--- config.mk ---
export PLATFORM = sky130hd
export DESIGN_NAME = carriage_page_ctrl
export DESIGN_NICKNAME = d
export VERILOG_FILES = /design/src/rtl/carriage_pkg.sv /design/src/rtl/carriage_cmd_decode.sv /design/src/rtl/carriage_req_latch.sv /design/src/rtl/carriage_page_counter.sv /design/src/rtl/carriage_page_ctrl.sv
export SDC_FILE = /design/constraint.sdc
export NUM_CORES = 1
export LEC_CHECK = 0
export CAP_MARGIN = 10
export CORE_UTILIZATION = 40
export DETAILED_ROUTE_END_ITERATION = 6
export RECOVER_POWER = 25
export SKIP_CTS_REPAIR_TIMING = 1
export SYNTH_ARGS = -nofsm -noshare
export SYNTH_HDL_FRONTEND = slang
export SYNTH_HIERARCHICAL = 1
export SYNTH_SLANG_ARGS = --single-unit
--- constraint.sdc ---
create_clock -name clk -period 8.2 [get_ports clk]
set_input_delay 2.46 -clock clk [delete_from_list [all_inputs] [get_ports clk]]
set_output_delay 2.46 -clock clk [all_outputs]
set_load 0.01 [all_outputs]
--- src/rtl/carriage_pkg.sv ---
package carriage_pkg;
  typedef struct packed {
    logic skip_top;
    logic space_after;
    logic suppress;
    logic dbl_before;
    logic sgl_before;
  } cc_req_t;

  localparam int REQ_W = 5;
endpackage

--- src/rtl/carriage_cmd_decode.sv ---
module carriage_cmd_decode #(
  parameter int WARM_DELAY = 85,
  parameter int COLD_DELAY = 330,
  localparam int DLY_W = $clog2(COLD_DELAY + 1)
) (
  input  logic             clk,
  input  logic             rst,
  input  logic             cmd_start,
  input  logic [1:0]       cmd_dev,
  input  logic             mech_ready,
  output logic             start_ok,
  output logic             cmd_accept,
  output logic             cmd_binary,
  output logic [DLY_W-1:0] cmd_delay
);
  assign start_ok = cmd_start && (cmd_dev == 2'd1 || cmd_dev == 2'd2);

  always_ff @(posedge clk) begin
    if (rst) begin
      cmd_accept <= 1'b0;
      cmd_binary <= 1'b0;
      cmd_delay  <= '0;
    end else begin
      cmd_accept <= start_ok;
      cmd_binary <= start_ok && cmd_dev == 2'd2;
      if (start_ok)
        cmd_delay <= mech_ready ? DLY_W'(WARM_DELAY) : DLY_W'(COLD_DELAY);
      else
        cmd_delay <= '0;
    end
  end

  assert_binary_needs_accept_R9: assert property (@(posedge clk) disable iff (rst)
    cmd_binary |-> cmd_accept);
  assert_accept_from_start_R9: assert property (@(posedge clk) disable iff (rst)
    cmd_accept |-> $past(cmd_start));
  assert_delay_choice_R10: assert property (@(posedge clk) disable iff (rst)
    cmd_accept |-> (cmd_delay == DLY_W'(WARM_DELAY) || cmd_delay == DLY_W'(COLD_DELAY)));
endmodule

--- src/rtl/carriage_req_latch.sv ---
module carriage_req_latch
  import carriage_pkg::*;
(
  input  logic    clk,
  input  logic    rst,
  input  logic    clear,
  input  logic    req_valid,
  input  cc_req_t req_in,
  output cc_req_t req_eff
);
  cc_req_t held;
  cc_req_t incoming;

  assign incoming = req_valid ? req_in : '0;
  assign req_eff  = held | incoming;

  always_ff @(posedge clk) begin
    if (rst)        held <= '0;
    else if (clear) held <= '0;
    else            held <= held | incoming;
  end

  assert_requests_sticky_R8: assert property (@(posedge clk) disable iff (rst)
    !clear |=> ((held & $past(held)) == $past(held)));
  assert_clear_empties_R8: assert property (@(posedge clk) disable iff (rst)
    clear |=> held == '0);
endmodule

--- src/rtl/carriage_page_counter.sv ---
module carriage_page_counter
  import carriage_pkg::*;
#(
  parameter int LPP_MIN   = 20,
  parameter int LPP_MAX   = 100,
  parameter int LPP_RESET = 55,
  localparam int CFG_W    = $clog2(LPP_MAX + 1),
  localparam int CNT_W    = $clog2(LPP_MAX + 6)
) (
  input  logic             clk,
  input  logic             rst,
  input  logic             cfg_we,
  input  logic [CFG_W-1:0] cfg_len,
  input  logic             print_stb,
  input  cc_req_t          req,
  output logic [CNT_W-1:0] line_count,
  output logic             feed_valid,
  output logic [CNT_W-1:0] feed_count,
  output logic             page_ovf
);
  logic [CNT_W-1:0] page_len;
  logic [CNT_W:0]   adv;
  logic [CNT_W:0]   len_x;
  logic [CNT_W:0]   nxt;
  logic [CNT_W:0]   feed;
  logic             wrap;
  logic             cfg_ok;

  assign cfg_ok = cfg_we && cfg_len >= CFG_W'(LPP_MIN) && cfg_len <= CFG_W'(LPP_MAX);
  assign len_x  = {1'b0, page_len};

  always_comb begin
    adv = {1'b0, line_count}
        + (CNT_W+1)'(req.sgl_before)
        + (CNT_W+1)'({req.dbl_before, 1'b0})
        + (CNT_W+1)'(!req.suppress)
        + (CNT_W+1)'(req.space_after);
    if (req.skip_top && adv < len_x)
      adv = len_x;
    wrap = adv >= len_x;
    nxt  = wrap ? adv - len_x : adv;
    feed = adv - {1'b0, line_count};
  end

  always_ff @(posedge clk) begin
    if (rst) begin
      page_len   <= CNT_W'(LPP_RESET);
      line_count <= '0;
      feed_valid <= 1'b0;
      feed_count <= '0;
      page_ovf   <= 1'b0;
    end else begin
      feed_valid <= 1'b0;
      page_ovf   <= 1'b0;
      if (cfg_ok) begin
        page_len   <= CNT_W'(cfg_len);
        line_count <= '0;
      end else if (!cfg_we && print_stb) begin
        line_count <= nxt[CNT_W-1:0];
        feed_valid <= 1'b1;
        feed_count <= feed[CNT_W-1:0];
        page_ovf   <= wrap;
      end
    end
  end

  assert_count_below_page_R7: assert property (@(posedge clk) disable iff (rst)
    line_count < page_len);
  assert_ovf_with_feed_R7: assert property (@(posedge clk) disable iff (rst)
    page_ovf |-> feed_valid);
  assert_count_tracks_feed_R7: assert property (@(posedge clk) disable iff (rst)
    feed_valid |-> ({1'b0, line_count} == {1'b0, $past(line_count)} + {1'b0, feed_count}
                    - (page_ovf ? {1'b0, page_len} : '0)));
  assert_cfg_clears_R1: assert property (@(posedge clk) disable iff (rst)
    cfg_ok |=> line_count == '0);
  assert_len_in_range_R2: assert property (@(posedge clk) disable iff (rst)
    page_len >= CNT_W'(LPP_MIN) && page_len <= CNT_W'(LPP_MAX));
endmodule

--- src/rtl/carriage_page_ctrl.sv ---
module carriage_page_ctrl
  import carriage_pkg::*;
#(
  parameter int LPP_MIN    = 20,
  parameter int LPP_MAX    = 100,
  parameter int LPP_RESET  = 55,
  parameter int WARM_DELAY = 85,
  parameter int COLD_DELAY = 330,
  localparam int CFG_W     = $clog2(LPP_MAX + 1),
  localparam int CNT_W     = $clog2(LPP_MAX + 6),
  localparam int DLY_W     = $clog2(COLD_DELAY + 1)
) (
  input  logic             clk,
  input  logic             rst,
  input  logic             cfg_we,
  input  logic [CFG_W-1:0] cfg_lines,
  input  logic             cmd_start,
  input  logic [1:0]       cmd_dev,
  input  logic             mech_ready,
  input  logic             req_valid,
  input  logic [REQ_W-1:0] req_bits,
  input  logic             print_stb,
  output logic             cmd_accept,
  output logic             cmd_binary,
  output logic [DLY_W-1:0] cmd_delay,
  output logic             feed_valid,
  output logic [CNT_W-1:0] feed_lines,
  output logic             page_ovf,
  output logic [CNT_W-1:0] line_count
);
  logic    start_ok;
  cc_req_t req_eff;

  carriage_cmd_decode #(
    .WARM_DELAY (WARM_DELAY),
    .COLD_DELAY (COLD_DELAY)
  ) i_cmd (
    .clk        (clk),
    .rst        (rst),
    .cmd_start  (cmd_start),
    .cmd_dev    (cmd_dev),
    .mech_ready (mech_ready),
    .start_ok   (start_ok),
    .cmd_accept (cmd_accept),
    .cmd_binary (cmd_binary),
    .cmd_delay  (cmd_delay)
  );

  carriage_req_latch i_req (
    .clk       (clk),
    .rst       (rst),
    .clear     (start_ok),
    .req_valid (req_valid),
    .req_in    (cc_req_t'(req_bits)),
    .req_eff   (req_eff)
  );

  carriage_page_counter #(
    .LPP_MIN   (LPP_MIN),
    .LPP_MAX   (LPP_MAX),
    .LPP_RESET (LPP_RESET)
  ) i_cnt (
    .clk        (clk),
    .rst        (rst),
    .cfg_we     (cfg_we),
    .cfg_len    (cfg_lines),
    .print_stb  (print_stb),
    .req        (req_eff),
    .line_count (line_count),
    .feed_valid (feed_valid),
    .feed_count (feed_lines),
    .page_ovf   (page_ovf)
  );

  assert_outputs_quiet_after_reset_R11: assert property (@(posedge clk)
    $past(rst) |-> (!feed_valid && !page_ovf && !cmd_accept && line_count == '0));
  assert_print_feed_same_edge_R12: assert property (@(posedge clk) disable iff (rst)
    feed_valid |-> $past(print_stb) && !$past(cfg_we));
endmodule

== Yosys cells after proc, flatten, opt, wreduce, memory -nomap -nowiden ==
Cells that the tools add are included.

* Bitwise gates (word level): 4
* Add/sub/neg operators: 6
* Reductions and logical operators: 14
* Magnitude comparators: 4
* Equal/unequal tests: 2
* Multiplexer cells: 5

{| class="wikitable"
|+ Operators with widths
! cell !! number
|-
| $add 8x1->8 || 2
|-
| $sub 7x7->7 || 2
|-
| $mux 9 || 1
|-
| $add 7x1->8 || 1
|-
| $add 8x2->8 || 1
|-
| $ge 8x7->1 || 1
|-
| $lt 8x7->1 || 1
|-
| $mux 8 || 1
|-
| $ge 7x5->1 const B || 1
|-
| $le 7x7->1 const B || 1
|-
| $mux 7 || 1
|-
| $logic_and 1x1->1 || 6
|-
| $reduce_or 2->1 || 3
|-
| $mux 5 || 1
|-
| $or 5x5->5 || 1
|-
| $not 1->1 || 3
|-
| $reduce_or 3->1 || 1
|-
| $eq 2x1->1 const B || 1
|-
| $eq 2x2->1 const B || 1
|-
| $logic_not 1->1 || 2
|-
| $reduce_and 2->1 || 1
|-
| $logic_or 1x1->1 || 1
|-
| $mux 1 || 1
|}

* Output and inout port bits: 27
* Register bits: 39
* Bits of input ports: 21

== Depth between registers and ports, before layout ==
* Depth after elaboration: 11
* Gate-level depth with buffers: 23
* Mapped depth without buffers: 23

== Cells and area by module ==
The synthesis kept the hierarchy.

{| class="wikitable"
|+ Modules (own cells, without submodules)
! module !! instances !! area an instance (um^2) !! cells an instance
|-
| carriage_page_counter || 1 || 1,954.4 || 235
|-
| carriage_cmd_decode || 1 || 229.0 || 20
|-
| carriage_req_latch || 1 || 181.4 || 15
|}

== Worst setup path after synthesis ==
No wires, ideal clock.

* Path type: input -> register
* Start: input port req_bits[0]
* End: register i_cnt.feed_count[6]
* Buffers on the path: 0
* Slack: 1,128 ps
* Stages on the path: 22
* Required time: 8,080 ps
* Arrival time: 6,952 ps
* Cell sequence: a21o_2 > fa_1 > ha_1 > fa_1 > a21o_1 > nand2_1 > xnor2_1 > ha_1 > o21a_1 > o21ai_0 > a41oi_1 > o21ai_0 > and2_1 > ha_1 > inv_1 > fa_1 > a21o_1 > a311o_1 > a21oi_2 > xnor2_1 > and2_0 > a211o_1

* Longest elaborated chain between the ends: 10

{| class="wikitable"
|+ Ends and longest elaborated chain
! item !! RTL line !! source
|-
| start, declared || carriage_page_ctrl.sv:21 || <nowiki>input logic [REQ_W-1:0] req_bits,</nowiki>
|-
| $mux 5 (*) || carriage_req_latch.sv:14 || <nowiki>assign incoming = req_valid ? req_in : '0;</nowiki>
|-
| $or 5x5->5 (*) || carriage_req_latch.sv:15 || <nowiki>assign req_eff = held | incoming;</nowiki>
|-
| $add 7x1->8 (*) || carriage_page_counter.sv:34 || <nowiki>+ (CNT_W+1)'(req.sgl_before)</nowiki>
|-
| $add 8x2->8 (*) || carriage_page_counter.sv:35 || <nowiki>+ (CNT_W+1)'({req.dbl_before, 1'b0})</nowiki>
|-
| $add 8x1->8 (*) || carriage_page_counter.sv:36 || <nowiki>+ (CNT_W+1)'(!req.suppress)</nowiki>
|-
| $add 8x1->8 (*) || carriage_page_counter.sv:37 || <nowiki>+ (CNT_W+1)'(req.space_after);</nowiki>
|-
| $lt 8x7->1 || carriage_page_counter.sv:38 || <nowiki>if (req.skip_top && adv < len_x)</nowiki>
|-
| $logic_and 1x1->1 || carriage_page_counter.sv:38 ||
|-
| $mux 8 (*) || carriage_page_counter.sv:38 ||
|-
| $sub 7x7->7 (*) || carriage_page_counter.sv:42 || <nowiki>feed = adv - {1'b0, line_count};</nowiki>
|-
| end signal, assigned || carriage_page_counter.sv:61 || <nowiki>feed_count <= feed[CNT_W-1:0];</nowiki>
|-
| end, declared || carriage_page_counter.sv:18 || <nowiki>output logic [CNT_W-1:0] feed_count,</nowiki>
|}

Every way passes the cells marked *; elsewhere a longest branch is shown, timed or not.
A chain may end at the register's enable or synchronous reset.

==> summary.txt <==
STA
  • Clk_skew: approximately 7.4 ps
  • Final worst setup slack: between 400 and 500 ps
  • Final Critical Period: approximately 7700 ps
  • Slew HR: between 20 and 25%
  • Setup TNS: 0 ps
  • Actual slew at the worst max-slew pin: 1120 ps
  • Final Hold Vio Count: 0
  • Fmax: between 100 and 150 MHz
  • Final Cycle Share: between 90 and 100%
  • Final Max Tran Viols: 0
  • Final setup violation count: 0
  • RSZ-0062 raised after global routing: false

Floorplanning
  • Die area: roughly 6200 um2
  • Ports: 48
  • Starting Density: a little over two fifths
  • Die H: 78.9 um
  • Core area: approximately 5600 um2
  • Die W: approximately 79 um
  • Number of cell rows: 27

GRT
  • Largest net degree at the start of global routing: 21
  • Vias in the first global route: 1985
  • Initial antenna violation count: 0
  • Grt ovf: 0
  • First-pass GRT wire length: roughly 9.6 mm
  • Total Routing Usage GR: 20.1%

Finish
  • Multi-input gate area: 1550 um2
  • Most frequent cells in the layout: clkdlybuf4s50_1 (37), dfxtp_1 (33), ha_1 (24)
  • FILL cells: approximately 550
  • Seq. cell area: ~660 um2
  • Number of inserted diodes: 0
  • Most common cell after layout, fill and taps aside: clkdlybuf4s50_1
  • Area added between synthesis and finish: 23.8%
  • Fraction of layout cells with a size suffix above 1: under 10%
  • Nets: about 360

Logic synthesis
  • Mapped cell area: about 2400 um2
  • Synth area leaders: dfxtp_1 (28%), ha_1 (13%), inv_1 (3.7%)
  • Avg Inst Size Synth: around 9 um2
  • Post-synth EDFFs: 0
  • Cells after Synth: 270
  • Synth unique cells: between 50 and 60
  • Area fraction of the dominant cell type after synthesis: roughly 28%
  • Synth Flop Type: dfxtp_1
  • Synth area leader: dfxtp_1
  • Synthesis-stage register bit count: 33
  • Synthesis Warnings: 6
  • Sequential area share after synthesis: about 28%
  • Async SR Flop Fraction: 0%

Routing
  • Residual DRC count: 0
  • WL final: between 5 and 6 mm
  • Remaining antenna violation count: 0
  • Drt wl/cell: approximately 15 um
  • Avg Vias per Cell: 5.52
  • Pre-Repair DR Iteration Count: 5
  • Via count: 2131
  • DRT iter0 DRCs: around 110

Power and ir drop
  • P_leak: 1.31 nW
  • Worst-case vdd ir drop: 0.0000780 V
  • Design Power: 0.551 mW
  • Clock power frac: a little over a fifth
  • Internal Pwr Total: roughly 0.35 mW
  • Net Sw Frac: a little over a third
  • Pwr/cell area: ~190 nW/um2
  • Comb pwr share: 45.3%
  • Seq pwr share: 33.4%
  • Net Switching: 0.199 mW

Clocking
  • CTS Buffer Depth: 2
  • CTS Root Buffer Type: clkbuf_8
  • CTS tree: yes
  • H-Tree Depth: 2
  • Worst-path clk slew: 70 ps
  • # clock sinks: 33
  • Total CTS buffers: 5
  • Clk Latency, worst-skew pair: approximately 280 ps

Worst setup path
  • Critical setup path kind: in -> reg
  • Worst Path Max Fanout: 7
  • Crit path arrival time: 7920 ps
  • Crit path cell chain: clkdlybuf4s50_1, a21o_2, inv_1, fa_1, ha_1, fa_1, a21o_1, nand2_1, xnor2_1, ha_1, o21a_1, o21ai_0, a41oi_1, o21ai_0, and2_1, ha_1, inv_1, fa_1, a211oi_1, or2_1, a21oi_1, nor3_2, o21ai_1, a22o_1
  • CP Launch Point: req_valid
  • Worst endpoint required time: about 8400 ps
  • Max incr delay on CP: 550 ps
  • CP Capture Type: register
  • Startpoint types: input port
  • CP max-delay cell: clkdlybuf4s50_1
  • Worst r2r src: i_req/held[0]

Outcome
  • Status: finished clean

Placed design
  • HPWL after DPL: between 4 and 5 mm
  • GPL Wtd Cong: roughly 0.9
  • Input/output buffers: 45
  • Pre-CTS setup slack: between 200 and 250 ps

Min path
  • Path category of the worst min-delay check: reg -> reg
  • Hold Startpoint: i_cnt/feed_count[3]

Flow run
  • Max-Cap Viols: 0
cell usage after synthesis (6+ instances only):
| cell | instances |
|---|---|
| ha_1 | 24 |
| mux2i_1 | 7 |
| nor3b_1 | 8 |
| xnor2_1 | 9 |
| dfxtp_1 | 33 |
| buf_4 | 6 |
| a21oi_1 | 15 |
| o21ai_0 | 11 |
| inv_1 | 23 |
| a211oi_1 | 6 |
| nand3_1 | 11 |
| a21o_1 | 7 |
| nand2_1 | 22 |
| nor2_1 | 12 |
worst max-delay path: cells and delay by family:
kind,cells,cell delay [ps]
xor+xnor,1,140
buf+inv,3,650
compound gates,10,1920
fa+ha+maj,6,1900
simple gates,4,840
cell families (layout without fill, tap and decap cells):
family,after synthesis,count (layout),share of synthesized area (%)
simple gates,84,84,20.1
compound gates,73,73,22.6
buf+inv,34,77,6.40
flops,33,33,27.9
fa+ha+maj,28,28,16.1
xor+xnor,10,10,3.70
mux,7,7,2.96
other cells,1,2,0.159
state kept, by name, indices dropped and copies added (netlist names):
register / flops
i_cnt/feed_count: 7
i_cnt/line_count: 7
i_cnt/page_len: 7
i_req/held: 5
i_cmd/cmd_delay: 3
i_cmd/cmd_accept: 1
i_cmd/cmd_binary: 1
i_cnt/feed_valid: 1
i_cnt/page_ovf: 1
path summary, 6_finish.rpt:
| path | end | slack (ps) | depth (start not counted) |
|---|---|---|---|
| setup / recovery | i_cnt/line_count[2] | 460 | 24 |
| hold / removal | i_cnt/feed_count[3] | 450 | 2 |
| setup reg to reg | i_cnt/line_count[2] | 2880 | 22 |
| hold reg to reg | i_cnt/feed_count[3] | 450 | 2 |
per-layer routing:
metal | wire length [um] | track usage [%]
met1 | 2630 | 25.6
met4 | 138 | 8.55
met5 | 0 | 0
met2 | 2710 | 32.7
met3 | 298 | 4.37
through the flow:
| stage | cells | hold slack, ps | utilization, % | instance area (um2) |
|---|---|---|---|---|
| after global routing | 386 | 483 | 52.2 | 2930 |
| final | 386 | 452 | 52.2 | 2930 |
| after CTS | 386 | 458 | 52.3 | 2930 |
| after floorplan | 271 | 436 | - | 2370 |
| after detailed placement | 378 | 448 | 50.8 | 2850 |
| after global placement | 378 | 443 | 50.8 | 2850 |
power groups by stage:
stage / combinational (mW) / clock [mW] / sequential (mW)
6_report: 0.249 / 0.117 / 0.184
3_3_place_gp: 0.249 / 0 / 0.188
5_1_grt: 0.280 / 0.133 / 0.186
3_5_place_dp: 0.247 / 0 / 0.188
2_1_floorplan: 0.174 / 0 / 0.190
4_1_cts: 0.249 / 0.123 / 0.185
final cells by class:
class,instances,area share [%]
clock buffer,6,2.48
clock inverter,2,0.342
inverter,23,2.95
multi-input combinational,204,52.9
sequential,33,22.6
tap,72,3.08
timing repair buffer,46,15.6
No activity file was read; power rests on OpenSTA's default activity.
